===== src/rtl/amon_pkg.sv =====
package amon_pkg;
    typedef enum logic [1:0] {
        MON_WAIT = 2'd0,
        MON_RISE = 2'd1,
        MON_FALL = 2'd2,
        MON_BOTH = 2'd3
    } mon_state_t;
endpackage


===== src/rtl/amon_select.sv =====
module amon_select #(
    parameter int N_IN  = 68,
    parameter int SEL_W = 7
) (
    input  logic [N_IN-1:0]  data_in,
    input  logic [SEL_W-1:0] sel,
    output logic             watched,
    output logic             sel_off
);
    // Codes at or above N_IN name no input: the watched line is held at 0.
    always_comb begin
        watched = 1'b0;
        sel_off = 1'b1;
        for (int i = 0; i < N_IN; i++) begin
            if (sel == SEL_W'(i)) begin
                watched = data_in[i];
                sel_off = 1'b0;
            end
        end
    end
endmodule


===== src/rtl/amon_sync_edge.sv =====
module amon_sync_edge #(
    parameter int STAGES = 2
) (
    input  logic clk,
    input  logic rst,
    input  logic din,
    output logic rise,
    output logic fall
);
    localparam int LAST = STAGES - 1;

    logic [LAST:0] chain;
    logic          prev_q;

    generate
        for (genvar g = 0; g < STAGES; g++) begin : g_stage
            if (g == 0) begin : g_first
                always_ff @(posedge clk) begin
                    if (rst) chain[g] <= 1'b0;
                    else     chain[g] <= din;
                end
            end else begin : g_next
                always_ff @(posedge clk) begin
                    if (rst) chain[g] <= 1'b0;
                    else     chain[g] <= chain[g-1];
                end
            end
        end
    endgenerate

    always_ff @(posedge clk) begin
        if (rst) prev_q <= 1'b0;
        else     prev_q <= chain[LAST];
    end

    assign rise = chain[LAST] & ~prev_q;
    assign fall = ~chain[LAST] & prev_q;
endmodule


===== src/rtl/activity_monitor.sv =====
module activity_monitor
    import amon_pkg::*;
#(
    parameter int N_IN        = 68,
    parameter int SEL_W       = 7,
    parameter int SYNC_STAGES = 2
) (
    input  logic             clk,
    input  logic             rst,
    input  logic             mon_clk,
    input  logic [SEL_W-1:0] mon_sel,
    input  logic [N_IN-1:0]  data_in,
    output logic             activity
);
    logic       watched, sel_off;
    logic       rise, fall;
    logic       bnd, bnd_fall;
    mon_state_t state_q, state_d, base;
    logic       act_q, act_d;

    amon_select #(.N_IN(N_IN), .SEL_W(SEL_W)) u_sel (
        .data_in (data_in),
        .sel     (mon_sel),
        .watched (watched),
        .sel_off (sel_off)
    );

    amon_sync_edge #(.STAGES(SYNC_STAGES)) u_data_edge (
        .clk  (clk),
        .rst  (rst),
        .din  (watched),
        .rise (rise),
        .fall (fall)
    );

    amon_sync_edge #(.STAGES(SYNC_STAGES)) u_win_edge (
        .clk  (clk),
        .rst  (rst),
        .din  (mon_clk),
        .rise (bnd),
        .fall (bnd_fall)
    );

    // Next-state logic: a boundary restarts from MON_WAIT, then the edge of
    // the same cycle is applied to the new window.
    always_comb begin
        base    = bnd ? MON_WAIT : state_q;
        state_d = base;
        unique case (base)
            MON_WAIT: begin
                if (rise)      state_d = MON_RISE;
                else if (fall) state_d = MON_FALL;
            end
            MON_RISE: if (fall) state_d = MON_BOTH;
            MON_FALL: if (rise) state_d = MON_BOTH;
            MON_BOTH: state_d = MON_BOTH;
        endcase
        act_d = bnd ? (state_q == MON_BOTH) : act_q;
    end

    // State register
    always_ff @(posedge clk) begin
        if (rst) begin
            state_q <= MON_WAIT;
            act_q   <= 1'b0;
        end else begin
            state_q <= state_d;
            act_q   <= act_d;
        end
    end

    // Output process
    always_comb begin
        activity = act_q;
    end

    p_hold_r1: assert property (@(posedge clk) disable iff (rst)
        !bnd |=> $stable(activity));

    p_late_r1: assert property (@(posedge clk) disable iff (rst)
        $rose(activity) |-> $past(bnd));

    p_clear_r2: assert property (@(posedge clk) disable iff (rst)
        bnd && !rise && !fall |=> state_q == MON_WAIT);

    p_sticky_r3: assert property (@(posedge clk) disable iff (rst)
        state_q == MON_BOTH && !bnd |=> state_q == MON_BOTH);

    p_edge_excl_r3: assert property (@(posedge clk) disable iff (rst)
        $onehot0({rise, fall}) && $onehot0({bnd, bnd_fall}));

    p_new_window_r4: assert property (@(posedge clk) disable iff (rst)
        bnd && rise |=> state_q == MON_RISE);

    p_disabled_r6: assert property (@(posedge clk) disable iff (rst)
        sel_off && $past(sel_off) && $past(sel_off, 2) && $past(sel_off, 3)
            |-> !rise && !fall);
endmodule


===== config.mk =====
export PLATFORM = sky130hd
export DESIGN_NAME = activity_monitor
export DESIGN_NICKNAME = d
export VERILOG_FILES = /design/src/rtl/amon_pkg.sv /design/src/rtl/amon_select.sv /design/src/rtl/amon_sync_edge.sv /design/src/rtl/activity_monitor.sv
export SDC_FILE = /design/constraint.sdc
export NUM_CORES = 1
export LEC_CHECK = 0
export BUFFER_PORTS_ARGS = -buffer_cell sky130_fd_sc_hd__buf_2
export CAP_MARGIN = 20
export CORE_AREA = 2 2 73 75
export CTS_CLUSTER_DIAMETER = 200
export DETAILED_ROUTE_END_ITERATION = 10
export DIE_AREA = 0 0 75 77
export PLACE_DENSITY = 0.59
export SLEW_MARGIN = 40
export SYNTH_ARGS = -nofsm -noshare
export SYNTH_HDL_FRONTEND = slang
export SYNTH_SLANG_ARGS = --single-unit

===== constraint.sdc =====
create_clock -name clk -period 3.3 [get_ports clk]
set_input_delay 0.33 -clock clk [delete_from_list [all_inputs] [get_ports clk]]
set_output_delay 0.33 -clock clk [all_outputs]
set_load 0.01 [all_outputs]

# Word-level counts from Yosys, hierarchy flattened
# Cells that the tools add are included.
dict set report op_classes {
  n_bitwise 6
  mux 74
  n_mul 0
  shifts 0
  n_eq_ne 71
  add_sub_neg 0
  div_mod_pow 0
  n_lt_le_gt_ge 0
  reduce_logical 2
}
# cell n
set op_table {}
lappend op_table {{equality test 7 x 6 -> 1 bit, second input constant} 32}
lappend op_table {{equality test 7 x 5 -> 1 bit, second input constant} 16}
lappend op_table {{two-way mux 1 bit} 68}
lappend op_table {{equality test 7 x 4 -> 1 bit, second input constant} 8}
lappend op_table {{equality test 7 x 3 -> 1 bit, second input constant} 4}
lappend op_table {{equality test 7 bit, second input constant} 4}
lappend op_table {{equality test 7 x 2 -> 1 bit, second input constant} 2}
lappend op_table {{two-way mux 2 bit} 5}
lappend op_table {{one-hot mux 2 bit (4 select lines)} 1}
lappend op_table {{equality test 7 x 1 -> 1 bit, second input constant} 1}
lappend op_table {{logical NOT 7 bit} 1}
lappend op_table {{equality test 2 bit, second input constant} 3}
lappend op_table {{AND 1 bit} 3}
lappend op_table {{inverter 1 bit} 3}
lappend op_table {{equality test 2 x 1 -> 1 bit, second input constant} 1}
lappend op_table {{logical NOT 2 bit} 1}
dict set report word_totals {
  input_bits 78
  romBits 0
  ramBits 0
  output_inout_bits 1
  memories 0
  wordCells 161
  latchBits 0
  reg_bits 9
}

# Logic depth before layout (Yosys ltp)
dict set report logic_depth {
  word_depth 69
  ltp_mapped 10
  depth_no_buf 7
}

# Modules after synthesis
# From an unflattened synthesis, not the netlist that was laid out.
dict set report unflattened {
  hier_cells 261
  area_unflattened_um2 1895.6
}
# module instances cells_per_inst area_each_um2 seq_area_each_um2
set modules_own_cells {}
lappend modules_own_cells {amon_select 1 232 1592.8 0.0}
lappend modules_own_cells {amon_sync_edge 2 8 91.3 60.1}
lappend modules_own_cells {activity_monitor 1 13 120.1 60.1}

# Least setup slack after synthesis
# Ideal clock, no wire load.
dict set report synth_path {
  path_kind {in2reg}
  from {input port mon_sel[1]}
  to {register u_data_edge.chain[0]}
  stages 9
  path_buffers 2
  t_required_ns 3.182
  setup_slack_ns 1.509
  arrival_time_ns 1.673
  setup_ns 0.118
  path_cell_list {buf_6 buf_4 mux2_4 a221oi_2 o32ai_2 nor4b_1 a31oi_1 nand3_1 a21oi_2}
}
dict set report synth_via {
  elab_chain_len 69
  word_cells_on_any_way 136
  cone_classes {eq/ne (67); mux (68); reduce/logical (1)}
}
# element line
set synth_rtl {}
lappend synth_rtl {{start: declaration} activity_monitor.sv:11} ;# input logic [SEL_W-1:0] mon_sel,
lappend synth_rtl {{logical NOT 7 bit} amon_select.sv:15} ;# if (sel == SEL_W'(i)) begin
lappend synth_rtl {{two-way mux 1 bit (67 in series)} amon_select.sv:15}
lappend synth_rtl {{two-way mux 1 bit (*)} amon_select.sv:15}
lappend synth_rtl {{end signal: indexed assignment} amon_sync_edge.sv:20} ;# else chain[g] <= din;
lappend synth_rtl {{end: declaration} amon_sync_edge.sv:12} ;# logic [LAST:0] chain;
# Mark *: on every way between the ends. The rest lies on a longest branch, timed or not.
# A chain may end at the register's enable or synchronous reset.

# Worst setup path after layout
dict set report layout_path {
  from {input port mon_sel[2]}
  to {register u_data_edge.chain[0]}
}
# The elaborated chain is that of the path after synthesis.

==> flow_metrics.py <==
metrics = {
    "run_status": {
        "status": "finished clean",
    },
    "synthesis": {
        "synth_area_leaders": "dfxtp_1 (12%), a21oi_1 (6.1%), nor2b_1 (5.5%), nor2_1 (5.1%), mux2i_1 (4.8%)",
        "synth_common_cells": "nor2_1 (20), a21oi_1 (18), nor2b_1 (13), nand2_1 (11), o21ai_0 (11)",
        "synth_top_area_share_pct": 12.3,
        "syn_inst": 211,
        "yosysSeqAreaShare_pct": 12.3,
        "synth-seq-cells": 9,
        "yosysTopAreaCell": "dfxtp_1",
        "synth_edf_count": 0,
        "synth_area_um2": 1470,
        "synth_cell_types": 58,
        "synthArstFlopShare_pct": 0,
        "synth.most_common_cell": "nor2_1",
        "ys.flop_type": "dfxtp_1",
        "post_synth.cell_area_avg_um2": 6.95,
        "synth.net_count": 289,
        "synth_warnings": 0,
    },
    "routing": {
        "ant_nets": 0,
        "finalWirelength_um": 4940,
        "dr.pass1.iters": 4,
        "drc_errors": 0,
        "wire_per_inst_um": 14.2,
        "vias": 1861,
        "drt_iter0_markers": 138,
        "vias_per_cell": 5.36,
    },
    "clock_network": {
        "cts_tree": "done",
        "clockBufferDepth": 2,
        "htreeDepth": 1,
        "clock-sinks": 9,
        "cts_root_buf": "clkbuf_8",
        "clk_pin_slew_ns": 0.04,
        "clk_latency_ns": 0.23,
        "cts_resized": 0,
        "cts_hold_buf": 0,
        "cts_setup_buffers": 0,
        "numCtsBuffers": 3,
    },
    "pwr": {
        "power.leakage_nw": 0.778,
        "power_density_nw_per_um2": 224,
        "total_power_w": 0.000423,
        "max-vdd-ir-drop_uv": 123,
    },
    "floorplanning": {
        "die_y_um": 77,
        "boundaryPins": 79,
        "die_width_um": 75,
        "coreArea_um2": 4980,
        "placementRows": 26,
        "start_util_pct": 29.5,
        "die_area_um2": 5780,
    },
    "setup_path": {
        "startpoint": "mon_sel[2]",
        "required_ns": 3.42,
        "critPathArrivalTime_ns": 2.26,
        "criticalPathCategory": "input pin to flop",
        "cp_max_fo": 37,
        "rr_startpoint": "u_win_edge.prev_q$_SDFF_PP0_",
        "endpoint_kind": "flop",
        "start_kind": "input pin",
    },
    "finish": {
        "area_delta_synth_final_pct": 29.0,
        "antenna_cells": 0,
        "multi_input_area_um2": 1160,
        "regArea_um2": 180,
        "fin_nets": 356,
        "final_cell_area_um2": 1890,
        "utilization_pct": 38.0,
        "drive_gt1_share_pct": 32.9,
        "fillers": 562,
    },
    "timing": {
        "worstMarginPinSlew_ns": 0.581,
        "setup_viol": 0,
        "fin_skew_ns": 0.000694,
        "fin_crit_sh_pct": 65.0,
        "rsz0062_at_grt": "no",
        "fin_tns_setup_ns": 0,
        "max_freq_mhz": 466,
        "setup_ws_ns": 1.16,
        "min_period_ns": 2.14,
        "relSlewSlack_pct": 60.3,
        "drv_slew": 0,
        "report.final.hold_viol_count": 0,
    },
    "place": {
        "io_buffers": 78,
        "gp_congestion": 0.854,
        "place_ws_ns": 0.869,
        "place_hpwl_um": 3790,
        "dpl_cell_area_um2": 1840,
    },
    "global_route": {
        "grt_pass1_vias": 1753,
        "met2_usage_pct": 25.2,
        "grtUsageMet1_pct": 25.7,
        "gr-usage-met3_pct": 3.15,
        "grt_pass1_wl_um": 8090,
        "grt_start_max_net_pins": 47,
        "grt_usage_pct": 17.2,
        "grt_overflow": 0,
        "top_usage_layer": "met1",
        "antenna_found_initial": 0,
    },
    "min_path": {
        "hold_path.class": "input pin to flop",
        "worstHoldStart": "mon_clk",
    },
    "job": {
        "drv_cap": 0,
    },
}
-- path summary, 6_finish.rpt --
check | to | slack, ns | cells after the start
worst max register to register | state_q[1]$_SDFF_PP0_ | 2.48 | 3
worst min register to register | u_win_edge.chain[1]$_SDFF_PP0_ | 0.44 | 1
worst max-delay path | u_data_edge.chain[0]$_SDFF_PP0_ | 1.16 | 8
worst min-delay path | u_win_edge.chain[0]$_SDFF_PP0_ | 0.33 | 2
-- cells by family after synthesis --
group	count (synthesis)	share of synthesized area, %
compound gates	71	32.9
flops	9	12.3
buf+inv	21	8.36
simple gates	98	36.9
mux	12	9.64
-- critical path: stages --
cell	delay, ns
buf_2	0.49
nand2b_1	0.32
a2111oi_0	0.49
nor3_1	0.11
a21oi_1	0.19
o21ai_1	0.09
a21boi_1	0.18
a21oi_2	0.04
-- layer usage --
| layer | part of all wire (%) | vias to the layer above |
|---|---|---|
| met2 | 42 | 89 |
| met3 | 8.1 | 6 |
| met4 | 1.0 | 0 |
| met5 | 0 | - |
| li1 | - | 938 |
| met1 | 49 | 828 |
-- flip-flops by register name, indices dropped and copies added (netlist names) --
register / flops
u_win_edge.prev_q: 1
activity: 1
u_data_edge.chain: 2
u_data_edge.prev_q: 1
u_win_edge.chain: 2
state_q: 2
-- metrics by stage --
step	hold slack, ns	instances
after floorplan	0.414	211
final	0.330	347
after detailed placement	0.429	343
after CTS	0.319	347
after global placement	0.421	343
after global routing	0.338	347
-- layout by cell type (no fill, tap or decap), types with 2 or more instances in the layout --
master,netlist,layout
a22o_1,2,2
a2111oi_0,3,3
mux2_2,2,2
nand2_1,11,11
nor4b_1,3,3
nand3_1,9,9
nor2_1,20,20
nand2b_1,9,9
a211oi_1,4,4
a21oi_1,18,18
clkbuf_8,0,3
nand3b_1,2,2
nor3_1,10,10
mux2i_1,7,7
o211ai_1,4,4
inv_1,2,2
buf_4,3,2
o21ai_0,11,11
nor4_1,5,5
a31oi_1,4,4
nand4_1,2,2
clkinv_1,2,2
buf_2,7,77
or2_2,2,2
o21ai_1,2,2
o22ai_1,5,5
nor2b_1,13,13
nor3b_1,5,5
a21o_1,2,2
dfxtp_1,9,9
o221ai_1,2,2
-- final cells by class --
class	instances	share of cell area [%]
Multi-Input combinational cell	181	61.5
Timing Repair Buffer	79	21.2
Inverter	4	0.794
Tap cell	70	4.63
Clock buffer	4	2.38
Sequential cell	9	9.52
-- power by group --
group,internal [W],switching (W)
clock network,0.0000840,0.0000416
logic,0.0000847,0.0000978
registers,0.000114,0.00000155
total,0.000282,0.000141
Note: power is estimated with default switching activity, not from simulation.
